`src/rtl/ser_reg_slave.sv`:
```
`timescale 1ns/1ps
module ser_reg_slave #(
  parameter int AW = 4,
  parameter int DW = 5,
  parameter int WW = 8
) (
  input  logic             sclk,
  input  logic             rst_n,
  input  logic             cs,
  input  logic             sdi,
  output logic             sdo,
  output logic             sdo_oe,
  output logic [(1<<AW)*DW-1:0] regs_o
);
  localparam int NREG  = 1 << AW;
  localparam int HDR   = AW + 4;
  localparam int FRAME = HDR + WW;
  localparam int CW    = $clog2(FRAME + 1);
  localparam logic [CW-1:0] C_HDR   = CW'(HDR);
  localparam logic [CW-1:0] C_RDEND = CW'(HDR + DW);
  localparam logic [CW-1:0] C_LAST  = CW'(FRAME - 1);
  localparam logic [CW-1:0] C_FRAME = CW'(FRAME);
  localparam logic [CW-1:0] C_AW    = CW'(AW);

  logic [CW-1:0] cnt;
  logic          rw_q, bad_q, oe_q, dout_q;
  logic [AW-1:0] addr_q;
  logic [DW-1:0] wlo;
  logic [DW-1:0] regs [NREG];
  logic [DW-1:0] rd_word;

  assign rd_word = regs[addr_q];

  always_ff @(posedge sclk or negedge rst_n) begin
    if (!rst_n) begin
      cnt    <= '0;
      rw_q   <= 1'b0;
      bad_q  <= 1'b0;
      addr_q <= '0;
      wlo    <= '0;
      for (int i = 0; i < NREG; i++) regs[i] <= '0;
    end else if (!cs) begin
      cnt <= '0;
    end else begin
      if (cnt != C_FRAME) cnt <= cnt + 1'b1;
      if (cnt == '0) begin
        rw_q  <= sdi;
        bad_q <= 1'b0;
      end
      if (cnt >= 1 && cnt <= C_AW) addr_q[$clog2(AW)'(cnt - 1'b1)] <= sdi;
      if (cnt == C_AW + 1'b1 || cnt == C_AW + 2'd2) bad_q <= bad_q | sdi;
      if (cnt >= C_HDR && cnt < C_RDEND) wlo[$clog2(DW)'(cnt - C_HDR)] <= sdi;
      if (cnt == C_LAST && !rw_q && !bad_q) regs[addr_q] <= wlo;
    end
  end

  always_ff @(negedge sclk or negedge rst_n) begin
    if (!rst_n) begin
      oe_q   <= 1'b0;
      dout_q <= 1'b0;
    end else if (cs && rw_q && cnt >= C_HDR && cnt < C_RDEND) begin
      oe_q   <= 1'b1;
      dout_q <= bad_q ? 1'b0 : rd_word[$clog2(DW)'(cnt - C_HDR)];
    end else begin
      oe_q   <= 1'b0;
    end
  end

  assign sdo_oe = oe_q & cs;
  assign sdo    = oe_q & cs & dout_q;

  for (genvar g = 0; g < NREG; g++) begin : g_view
    assign regs_o[g*DW +: DW] = regs[g];
  end

  a_r5_drive_window: assert property (@(posedge sclk) disable iff (!rst_n)
    (cs && oe_q) |-> (rw_q && cnt >= C_HDR && cnt < C_RDEND));
  a_r3_write_only_at_end: assert property (@(posedge sclk) disable iff (!rst_n)
    !(cs && cnt == C_LAST && !rw_q && !bad_q) |=> $stable(regs_o));
  a_r6_reserved_blocks: assert property (@(posedge sclk) disable iff (!rst_n)
    (cs && cnt == C_LAST && bad_q) |=> $stable(regs_o));
  a_r8_abort_clears: assert property (@(posedge sclk) disable iff (!rst_n)
    !cs |=> cnt == '0);
  a_r9_count_bound: assert property (@(posedge sclk) disable iff (!rst_n)
    cnt <= C_FRAME);
endmodule

```
`config.mk`:
```
export PLATFORM = sky130hd
export DESIGN_NAME = ser_reg_slave
export DESIGN_NICKNAME = d
export VERILOG_FILES = /design/src/rtl/ser_reg_slave.sv
export SDC_FILE = /design/constraint.sdc
export NUM_CORES = 1
export LEC_CHECK = 0
export ABC_CLOCK_PERIOD_IN_PS = 3440
export BUFFER_PORTS_ARGS = -buffer_cell sky130_fd_sc_hd__buf_2
export CORE_ASPECT_RATIO = 1.25
export CORE_MARGIN = 2
export CORE_UTILIZATION = 60
export DETAILED_ROUTE_END_ITERATION = 6
export PLACE_DENSITY = 0.92
export SETUP_SLACK_MARGIN = 0.05
export SLEW_MARGIN = 20
export SYNTH_ARGS = -nofsm -noshare
export SYNTH_HDL_FRONTEND = slang
export SYNTH_SLANG_ARGS = --single-unit
```
`constraint.sdc`:
```
create_clock -name sclk -period 3.44 [get_ports sclk]
set_input_delay 0.344 -clock sclk [delete_from_list [all_inputs] [get_ports sclk]]
set_output_delay 0.344 -clock sclk [all_outputs]
set_load 0.01 [all_outputs]
```
# Word-level counts from Yosys, hierarchy flattened
# Cells that the tools add are included.
[classes]
reduce_logical = 20
mux = 20
magnitude_cmp = 10
n_bitwise = 4
n_eq_ne = 5
addsub = 3
[ops]
columns = ["operator", "count"]
rows = [
  ["bitwise mux 80 bit", 1],
  ["2-to-1 mux 5 bit", 5],
  ["binary-select mux 5 bit (select 4 bit)", 1],
  ["demux 5 bit (select 4 bit)", 1],
  ["== test 5 x 3 -> 1 bit, second input constant", 2],
  ["logical AND 1 bit", 10],
  ["AND reduction 2 bit", 5],
  ["2-to-1 mux 1 bit", 7],
  ["adder 5 x 1 -> 5 bit, second input constant", 1],
  ["bitwise mux 5 bit", 1],
  ["== test 5 x 4 -> 1 bit, second input constant", 1],
  ["greater-or-equal comparator 5 x 1 -> 1 bit, second input constant", 1],
  ["greater-or-equal comparator 5 x 4 -> 1 bit, second input constant", 1],
  ["greater-or-equal comparator 5 bit, second input constant", 1],
  ["less-or-equal comparator 5 x 3 -> 1 bit, second input constant", 1],
  ["zero test 5 bit", 1],
  ["< comparator 5 x 1 -> 1 bit, second input constant", 1],
  ["< comparator 5 x 4 -> 1 bit, second input constant", 1],
  ["inequality test 5 bit, second input constant", 1],
  ["inverter 4 -> 5 bit", 1],
  ["bitwise mux 4 bit", 1],
  ["< comparator 3 x 4 -> 1 bit, second input constant", 1],
  ["binary-select mux 1 bit (select 3 bit)", 1],
  ["demux 1 bit (select 3 bit)", 1],
  ["12 further kinds", 14],
]
[totals]
elab_cells = 85
ff_bits = 98
output_inout_bits = 82
input_bits = 4

# Depth between registers and ports, before layout
# Gate-level depths: netlist of run 1.
[logic_depth]
ltp_word = 7
mapped_depth = 8
depth_no_buf = 8

==> flow_metrics.py, run 1 <==
metrics = {
    "place": {
        "placement.io_buffers": 85,
        "place_hpwl_um": 8470,
        "placement.cell_area_um2": 5280,
        "dpl_worst_slack_ns": -0.148,
        "globalplace.congestion": 0.942,
    },
    "logic_synthesis": {
        "synth_top_cell_by_area": "dfrtp_1",
        "synth.cells.most_frequent": "96 x dfrtp_1, 84 x mux2_2, 23 x nand2_1, 18 x mux4_2, 11 x mux2i_1",
        "async_reset_ff_frac": 1.00,
        "avgSynthCellArea_um2": 14.0,
        "synth_seq_cells": 98,
        "netlist_area_before_placement_um2": 4660,
        "netlist_instances": 332,
        "synth_edf_count": 0,
        "synth.top_cell.area_share": 0.515,
        "synth_seq_area_share": 0.526,
        "ys_warn_count": 0,
        "synth_cell_types": 38,
        "yosys_most_used_dff": "dfrtp_1",
        "post-synth-top-count-cell": "dfrtp_1",
        "synth_top_cells_by_area": "dfrtp_1 52%, mux2_2 20%, mux4_2 8.7%",
        "syn_nets": 342,
    },
    "critical_path": {
        "timing.critical_path.arrival_ns": 2.14,
        "cp_max_fo": 6,
        "timing.critical_path.from_type": "flop",
        "worst_setup_path_end_kind": "flop",
        "timing.reg2reg.setup_slack_ns": -0.24,
        "critical_path_required_ns": 1.90,
        "critical_path_type": "flop to flop",
    },
    "global_routing": {
        "globalRouteOverflowTotal": 0,
        "grt_first_pass_wirelength_um": 19100,
        "grt_max_degree": 56,
        "via_count_of_the_first_global_routing_pass": 3600,
        "number_of_antenna_violations_at_the_first_check_in_global_routing": 0,
        "gr-usage-all-layers": 0.294,
    },
    "clocking": {
        "clock_latency_ns": 0.36,
        "cts_hold_repair.buffers": 0,
        "clock-root-buffer": "clkbuf_8",
        "clkTransAtPathRegs_ns": 0.10,
        "clock_tree.htree_level_count": 3,
        "max-clock-path-buffers": 2,
        "tritoncts.num_buffers": 9,
        "postCtsSetupBuffers": 0,
        "cts.sinks": 98,
        "clock_tree_from_tritoncts": "yes",
    },
    "drt": {
        "vias": 3390,
        "postRouteWirelength_um": 12200,
        "routed_wire_length_per_instance_um": 23.1,
        "drt-vias-per-instance": 6.42,
        "first_pass_iters": 6,
        "drc": 0,
        "initialDrtViolationCount": 401,
        "ant_nets_after_route": 0,
    },
    "die": {
        "row_cnt": 35,
        "design.portCount": 86,
        "core-area_um2": 7440,
        "dieWidth_um": 82.9,
        "design.die.area_um2": 8500,
        "floorplan.initialDensity": 0.627,
        "vertical_extent_of_the_die_um": 103,
    },
    "power": {
        "final_power_mw": 2.55,
        "power_density_nw_per_um2": 462,
        "power_leakage_nw": 2.93,
        "vdd_drop_max_uv": 294,
    },
    "layout": {
        "multi_input_gate_area_um2": 2120,
        "final_core_util": 0.743,
        "finish.instance_area_um2": 5530,
        "layout.area.seq_um2": 2450,
        "fillers": 484,
        "final_layout_size_suffix_gt1_frac": 0.523,
        "post_synthesis_to_final_layout_area_growth_pct": 18.5,
        "number_of_antenna_repair_diodes": 0,
        "post_layout_nets": 441,
    },
    "sta": {
        "worst_slew_pin_slew_ns": 0.731,
        "max_slew_margin": 0.511,
        "grt_setup_unrepaired": "true",
        "final-max-slew-violation-count": 0,
        "setup_slack_ns": -0.240,
        "final-hold-violation-count": 0,
        "finalSetupViolations": 1,
        "final.setup_skew_ns": 0.0279,
        "finalHoldWorstSlack_ns": 0.0678,
    },
    "status": {
        "failed_checks": "setup timing",
        "outcome": "finished with violations",
    },
    "job": {
        "timing.max_cap.violations": 0,
    },
    "min_path": {
        "min-delay-path-class": "primary input to async pin",
    },
}
-- layout by cell type (no fill, tap or decap), drive strengths merged --
master	Yosys	final
buf	7	103
clkbuf	8	9
nand4	1	1
mux4	18	18
bufinv	0	2
nor3b	4	4
mux2i	11	11
o21ai	3	3
a311oi	1	1
xnor2	2	2
o21a	1	1
mux2	91	91
a31oi	2	2
a22oi	5	5
nand2	23	23
and2	6	6
and3	2	2
nand3	9	9
and4bb	1	1
and3b	2	2
a21boi	2	2
a2111oi	1	1
clkinv	0	2
nor2	8	8
clkinvlp	0	1
ha	6	6
dfrtp	96	96
nand3b	1	1
dfrtn	2	2
or2	1	1
a21oi	4	4
inv	6	8
nor3	2	2
nor2b	6	6
-- timing repair --
action | in CTS | in global routing
resized for setup | 4 | 3
endpoints found under the setup margin | 1 | 1
cloned | 0 | 0
hold endpoints to repair | 0 | 0
-- final timing paths --
path	start	end	depth (start not counted)
worst max-delay path	addr_q[0]	dout_q	6
worst min-delay path	rst_n	regs_o[64]	2
worst max register to register	addr_q[0]	dout_q	6
worst min register to register	regs_o[78]	regs_o[78]	1
max in group asynchronous	rst_n	oe_q	1
min in group sclk	cs	cnt[1]	2
-- layout make-up --
class	instances	share of cell area
Sequential cell	98	0.444
Multi-Input combinational cell	213	0.384
Timing Repair Buffer	103	0.107
Clock buffer	9	0.0224
Tap cell	92	0.0208
Clock inverter	7	0.0179
Inverter	6	0.00407
-- metal layers --
metal	vias up	wire length [µm]	global-route usage
li1	1411	-	-
met1	1734	4410	0.353
met2	186	6330	0.500
met3	59	888	0.0713
met4	0	572	0.156
met5	-	0	0
-- power by group --
part | switching (mW) | internal, mW
sequential | 0.0837 | 1.18
combinational | 0.232 | 0.225
clock | 0.418 | 0.415
total | 0.734 | 1.82
-- critical path, stage by stage (launching register included) --
cell	delay, ns
dfrtp_2	0.45
buf_6	0.17
mux4_2	0.50
mux2i_1	0.19
nor3b_1	0.09
a311oi_2	0.26
a31oi_1	0.11
-- metrics by stage --
stage	cells	setup TNS, ns
after floorplan	332	-0.0425
after global placement	512	-0.114
after detailed placement	512	-0.148
after CTS	528	-0.172
after global routing	528	-0.321
final	528	-0.240
-- cells by family (layout without fill, tap and decap cells) --
| family | after synthesis | in the layout | synth area share |
|---|---|---|---|
| xor+xnor | 2 | 2 | 0.00376 |
| fa+ha+maj | 6 | 6 | 0.0161 |
| simple gates | 66 | 66 | 0.0759 |
| mux | 120 | 120 | 0.330 |
| flops | 98 | 98 | 0.526 |
| compound gates | 19 | 19 | 0.0268 |
| buf+inv | 21 | 125 | 0.0215 |
-- flip-flops by register name, indices dropped and copies added (netlist names) --
signal  count
regs_o     80
cnt         5
wlo         5
addr_q      4
bad_q       1
dout_q      1
oe_q        1
rw_q        1
No activity file was read; power rests on OpenSTA's default activity.
==> run 2, diff against run 1 <==
--- a/config.mk
+++ b/config.mk
@@ -10,7 +10,9 @@
 export CORE_ASPECT_RATIO = 1.25
 export CORE_MARGIN = 2
 export CORE_UTILIZATION = 60
+export CTS_CLUSTER_SIZE = 20
 export DETAILED_ROUTE_END_ITERATION = 6
+export GPL_TIMING_DRIVEN = 0
 export PLACE_DENSITY = 0.92
 export SETUP_SLACK_MARGIN = 0.05
 export SLEW_MARGIN = 20
==> run 2 against run 1 <==
The run still ends with setup timing left. Clock skew fell by 0.0021 ns. Critical path depth did not move. Clock-buffer cell count rose by 1. Flip-flop and latch count did not move. Sequential share of layout area fell by 0.21 points. Sequential power fell by 3%. Utilization rose by 0.35 points. Die area did not move. Setup slack got worse by 0.044 ns. Via count fell by 1.2%. Worst hold slack improved by 0.23 ns. Total power rose by 0.83%. Largest cell class unchanged. Largest power group unchanged. Highest routed layer unchanged.
==> flow_metrics.py, run 2 (synthesized netlist as in run 1, its figures left out) <==
metrics = {
    "sta": {
        "final.setup_skew_ns": 0.0258,
        "setup-tns-final_ns": -0.284,
        "setup_slack_ns": -0.284,
        "grt_setup_unrepaired": "true",
        "final-max-slew-violation-count": 0,
        "final-hold-violation-count": 0,
        "worst_slew_pin_slew_ns": 0.710,
        "finalSetupViolations": 1,
        "max_slew_margin": 0.526,
    },
    "critical_path": {
        "critical_path_cell_by_cell": "buf_12, mux4_2, a22oi_1, nand2_1, a31oi_1, a31oi_1",
        "timing.reg2reg.setup_slack_ns": -0.28,
        "worst_setup_path_end_kind": "flop",
        "critical_path.most_common_cell": "a31oi_1",
        "timing.critical_path.arrival_ns": 2.18,
        "critical_path_required_ns": 1.89,
        "worst_path_largest_cell_delay_ns": 0.50,
        "critical_path_type": "flop to flop",
        "cp_max_fo": 10,
        "timing.critical_path.from_type": "flop",
        "cpMaxStageDelayCell": "mux4_2",
    },
    "global_routing": {
        "via_count_of_the_first_global_routing_pass": 3450,
        "number_of_antenna_violations_at_the_first_check_in_global_routing": 0,
        "gr-usage-all-layers": 0.290,
        "grt_max_degree": 69,
        "globalRouteOverflowTotal": 0,
        "grt_first_pass_wirelength_um": 18500,
    },
    "layout": {
        "final_layout_size_suffix_gt1_frac": 0.500,
        "number_of_antenna_repair_diodes": 0,
        "layout_common_cells": "95 x dfrtp_1, 87 x buf_2, 83 x mux2_2",
        "post_layout_nets": 442,
        "post_synthesis_to_final_layout_area_growth_pct": 19.1,
        "largest_reg_flops": 80,
        "most_common_cell_after_layout_fill_and_taps_aside": "dfrtp_1",
    },
    "clocking": {
        "max-clock-path-buffers": 2,
        "clock-root-buffer": "clkbuf_8",
        "clock_latency_ns": 0.37,
        "clock_tree_from_tritoncts": "yes",
        "clock_tree.htree_level_count": 3,
        "tritoncts.num_buffers": 9,
        "cts.sinks": 98,
        "clkTransAtPathRegs_ns": 0.09,
    },
    "power": {
        "power_density_nw_per_um2": 464,
        "power_leakage_nw": 2.93,
        "vdd_drop_max_uv": 393,
        "final_power_mw": 2.57,
    },
    "die": {
        "dieWidth_um": 82.9,
        "design.portCount": 86,
        "vertical_extent_of_the_die_um": 103,
        "design.die.area_um2": 8500,
        "core-area_um2": 7440,
        "floorplan.initialDensity": 0.627,
        "row_cnt": 35,
    },
    "job": {
        "timing.max_cap.violations": 0,
    },
    "drt": {
        "initialDrtViolationCount": 289,
        "postRouteWirelength_um": 12200,
        "vias": 3351,
        "routed_wire_length_per_instance_um": 23.2,
        "first_pass_iters": 6,
        "ant_nets_after_route": 0,
        "drc": 0,
        "drt-vias-per-instance": 6.37,
    },
    "min_path": {
        "min-delay-path-class": "primary input to flop",
    },
    "place": {
        "globalplace.congestion": 0.991,
        "place_hpwl_um": 8220,
        "placement.io_buffers": 85,
    },
    "status": {
        "outcome": "finished with violations",
        "failed_checks": "setup timing",
    },
}
==> run 2: cell count changes in the layout (fill, tap and decap cells not counted), moves of 2 or more <==
cell	change
clkbuf_1	+8
buf_4	-13
inv_6	-2
buf_16	+2
buf_2	+3
==> run 2: final timing paths <==
path / from / end / depth (start not counted)
max: addr_q[0] / dout_q / 6
min: cs / cnt[4] / 2
max reg2reg: addr_q[0] / dout_q / 6
min reg2reg: regs_o[36] / regs_o[36] / 1
max in group asynchronous: rst_n / dout_q / 2
min in group asynchronous: rst_n / regs_o[40] / 2
==> run 2: per-stage QoR <==
step	hold slack (ns)	setup slack, ns	cells	area (µm²)	utilization
final	0.302	-0.284	526	5550	0.746
after CTS	0.300	-0.230	526	5550	0.745
after global placement	0.499	-0.479	509	5200	0.699
after detailed placement	0.241	-0.385	510	5240	0.704
after global routing	0.312	-0.316	526	5550	0.746
after floorplan	0.0484	-0.0425	332	4660	-
==> run 2: per-layer routing <==
layer	global-route usage	share of wire	vias to the layer above	routed length, µm
met1	0.350	0.37	1702	4510
met4	0.169	0.053	0	654
li1	-	-	1409	-
met2	0.493	0.51	179	6290
met5	0	0	-	0
met3	0.0576	0.064	61	781
==> run 2: power by group <==
group,leakage [nW],internal (mW),switching [mW]
registers,1.36,1.18,0.0391
clock network,0.114,0.491,0.374
logic,1.45,0.208,0.282
total,2.93,1.88,0.695
==> run 2: cell type report <==
class / instances / area (µm²)
clock inverter: 3 / 90.1
multi-input combinational: 213 / 2130
timing repair buffer: 89 / 504
clock buffer: 10 / 138
sequential: 98 / 2450
inverter: 6 / 22.5
buffer: 15 / 104
tap: 92 / 115
fill: 459 / 1890
==> run 2: what timing repair did <==
item                                    in CTS  in global routing
gates resized for setup                     12                  1
buffers inserted                             1                  0
hold buffers                                 1                  0
pin swaps                                    3                  0
gates cloned                                 1                  0
endpoints found under the setup margin       1                  1
hold endpoints to repair                    28                  0
==> run 2: worst max-delay path, delay by kind of cell, from the launching register on <==
| kind | cells | cell delay (ns) |
|---|---|---|
| AO/OA/AOI/OAI | 3 | 0.56 |
| buffers and inverters | 1 | 0.19 |
| flip-flops | 1 | 0.48 |
| AND/OR/NAND/NOR | 1 | 0.09 |
| multiplexers | 1 | 0.50 |
==> run 3, diff against run 2 <==
--- a/config.mk
+++ b/config.mk
@@ -5,10 +5,10 @@
 export SDC_FILE = /design/constraint.sdc
 export NUM_CORES = 1
 export LEC_CHECK = 0
-export ABC_CLOCK_PERIOD_IN_PS = 3440
+export ABC_CLOCK_PERIOD_IN_PS = 4600
 export BUFFER_PORTS_ARGS = -buffer_cell sky130_fd_sc_hd__buf_2
-export CORE_ASPECT_RATIO = 1.25
-export CORE_MARGIN = 2
+export CORE_ASPECT_RATIO = 1.1
+export CORE_MARGIN = 5
 export CORE_UTILIZATION = 60
 export CTS_CLUSTER_SIZE = 20
 export DETAILED_ROUTE_END_ITERATION = 6
==> constraint.sdc (replaced) <==
create_clock -name sclk -period 4.6 [get_ports sclk]
set_input_delay 0.46 -clock sclk [delete_from_list [all_inputs] [get_ports sclk]]
set_output_delay 0.46 -clock sclk [all_outputs]
set_load 0.01 [all_outputs]
==> run 3 against run 2 <==
The run now ends clean. First-iteration DRC count down 15%. Critical path depth decreased by 1. Worst hold slack worse by 0.29 ns. Setup slack improved by 0.53 ns. Global-route usage down 2.5 points. Via count decreased by 3.7%. Register-to-register slack improved by 0.53 ns. Sequential share of layout area up 0.93 points. Combinational power down 36%. Highest routed layer unchanged.
==> flow_metrics.py, run 3 (synthesized netlist as in run 1, its figures left out) <==
metrics = {
    "layout": {
        "number_of_antenna_repair_diodes": 0,
        "fillers": 502,
        "most_common_cell_after_layout_fill_and_taps_aside": "dfrtp_1",
        "layout.area.seq_um2": 2450,
        "finish.instance_area_um2": 5440,
        "post_synthesis_to_final_layout_area_growth_pct": 16.6,
        "final_layout_size_suffix_gt1_frac": 0.492,
        "multi_input_gate_area_um2": 2110,
        "layout_common_cells": "96 x dfrtp_1, 86 x buf_2, 84 x mux2_2",
        "final_core_util": 0.723,
        "post_layout_nets": 439,
        "largest_reg_flops": 80,
    },
    "global_routing": {
        "grt_max_degree": 55,
        "via_count_of_the_first_global_routing_pass": 3361,
        "gr-usage-all-layers": 0.265,
        "globalRouteOverflowTotal": 0,
        "number_of_antenna_violations_at_the_first_check_in_global_routing": 0,
        "grt_first_pass_wirelength_um": 18900,
    },
    "clocking": {
        "clock_latency_ns": 0.37,
        "postCtsSetupBuffers": 0,
        "max-clock-path-buffers": 2,
        "cts_hold_repair.buffers": 0,
        "clock-root-buffer": "clkbuf_8",
        "number_of_gates_given_a_new_drive_strength_after_cts": 0,
        "tritoncts.num_buffers": 9,
        "clock_tree.htree_level_count": 3,
        "clkTransAtPathRegs_ns": 0.11,
        "cts.sinks": 98,
        "clock_tree_from_tritoncts": "yes",
    },
    "sta": {
        "finalSetupViolations": 0,
        "max_slew_margin": 0.595,
        "worst_slew_pin_slew_ns": 0.607,
        "grt_setup_unrepaired": "false",
        "final.setup_skew_ns": 0.0297,
        "final-hold-violation-count": 0,
        "final-max-slew-violation-count": 0,
    },
    "critical_path": {
        "timing.critical_path.arrival_ns": 2.23,
        "cp_max_fo": 10,
        "r2r.worst_path.cells": 5,
        "worst_path_largest_cell_delay_ns": 0.45,
        "critical_path_buf_inv_count": 1,
        "critical_path_cell_by_cell": "buf_2, mux4_2, mux2_2, a311oi_1, a31oi_1",
        "critical_path_required_ns": 2.48,
        "critical-path-top-delay-family": "multiplexers",
        "cpMaxStageDelayCell": "dfrtp_1",
        "worstSetupPathDepth": 5,
        "worst_setup_path_end_kind": "flop",
        "critical_path_type": "flop to flop",
        "timing.critical_path.from_type": "flop",
    },
    "place": {
        "globalplace.congestion": 0.943,
        "placement.cell_area_um2": 5260,
        "place_hpwl_um": 8670,
        "placement.io_buffers": 85,
    },
    "power": {
        "power_density_nw_per_um2": 323,
        "power_leakage_nw": 2.87,
        "vdd_drop_max_uv": 258,
    },
    "drt": {
        "vias": 3228,
        "postRouteWirelength_um": 11800,
        "initialDrtViolationCount": 247,
        "first_pass_iters": 4,
        "routed_wire_length_per_instance_um": 22.0,
        "drc": 0,
        "drt-vias-per-instance": 6.00,
        "ant_nets_after_route": 0,
    },
    "die": {
        "row_cnt": 33,
        "design.die.area_um2": 9640,
        "floorplan.initialDensity": 0.621,
        "vertical_extent_of_the_die_um": 102,
        "design.portCount": 86,
        "core-area_um2": 7510,
        "dieWidth_um": 94.1,
    },
    "status": {
        "outcome": "complete, no violations",
    },
    "min_path": {
        "min-delay-path-class": "primary input to async pin",
    },
    "job": {
        "timing.max_cap.violations": 0,
    },
}
==> run 3: cell types whose count changed in the layout (fill, tap and decap cells not counted), moves of 2 or more <==
| cell | before | now |
|---|---|---|
| inv_8 | 0 | 2 |
| bufinv_16 | 3 | 0 |
| inv_6 | 0 | 3 |
| buf_12 | 2 | 0 |
==> run 3: power breakdown <==
group / switching [mW] / internal [mW] / total, mW
clock network: 0.329 / 0.208 / 0.537
logic: 0.192 / 0.121 / 0.313
registers: 0.0260 / 0.882 / 0.908
total: 0.547 / 1.21 / 1.76
==> run 3: worst reg2reg max path: cells and delay by family (launching register included) <==
| family | cells | cell delay [ns] |
|---|---|---|
| DFF | 1 | 0.45 |
| muxes | 2 | 0.69 |
| AOI/OAI and AO/OA | 2 | 0.38 |
| buffers and inverters | 1 | 0.34 |
==> run 3: per-stage QoR <==
step / power (mW) / std cells / hold slack [ns] / setup WS (ns) / setup TNS, ns
2_1_floorplan: 1.14 / 332 / 0.164 / 0.523 / 0
3_3_place_gp: 1.22 / 522 / 0.489 / -0.0429 / -0.0854
3_5_place_dp: 1.23 / 523 / 0.415 / 0.139 / 0
4_1_cts: 1.76 / 538 / 0.0219 / 0.0709 / 0
5_1_grt: 1.83 / 538 / 0.0386 / 0.145 / 0
6_report: 1.76 / 538 / 0.0121 / 0.246 / 0
==> run 3: worst paths after layout <==
check | slack [ns] | startpoint | to
min reg2reg | 0.53 | regs_o[31] | regs_o[31]
max reg2reg | 0.25 | addr_q[1] | dout_q
min in group sclk | 0.41 | cs | cnt[1]
max | 0.25 | addr_q[1] | dout_q
max in group asynchronous | 2.04 | rst_n | oe_q
min | 0.01 | rst_n | regs_o[48]
==> run 3: cell type report <==
| cell class | instances | share of cell area |
|---|---|---|
| buffer | 15 | 0.0145 |
| multi-input combinational | 213 | 0.388 |
| inverter | 6 | 0.00414 |
| sequential | 98 | 0.451 |
| clock buffer | 9 | 0.0228 |
| timing repair buffer | 86 | 0.0845 |
| clock inverter | 6 | 0.0104 |
| tap | 105 | 0.0242 |
==> run 3: per-layer routing <==
metal / vias to the layer above / part of all wire / global-route usage
met1: 1652 / 0.40 / 0.350
met3: 27 / 0.045 / 0.0383
li1: 1415 / - / -
met4: 0 / 0.030 / 0.111
met2: 134 / 0.53 / 0.443
met5: - / 0 / 0
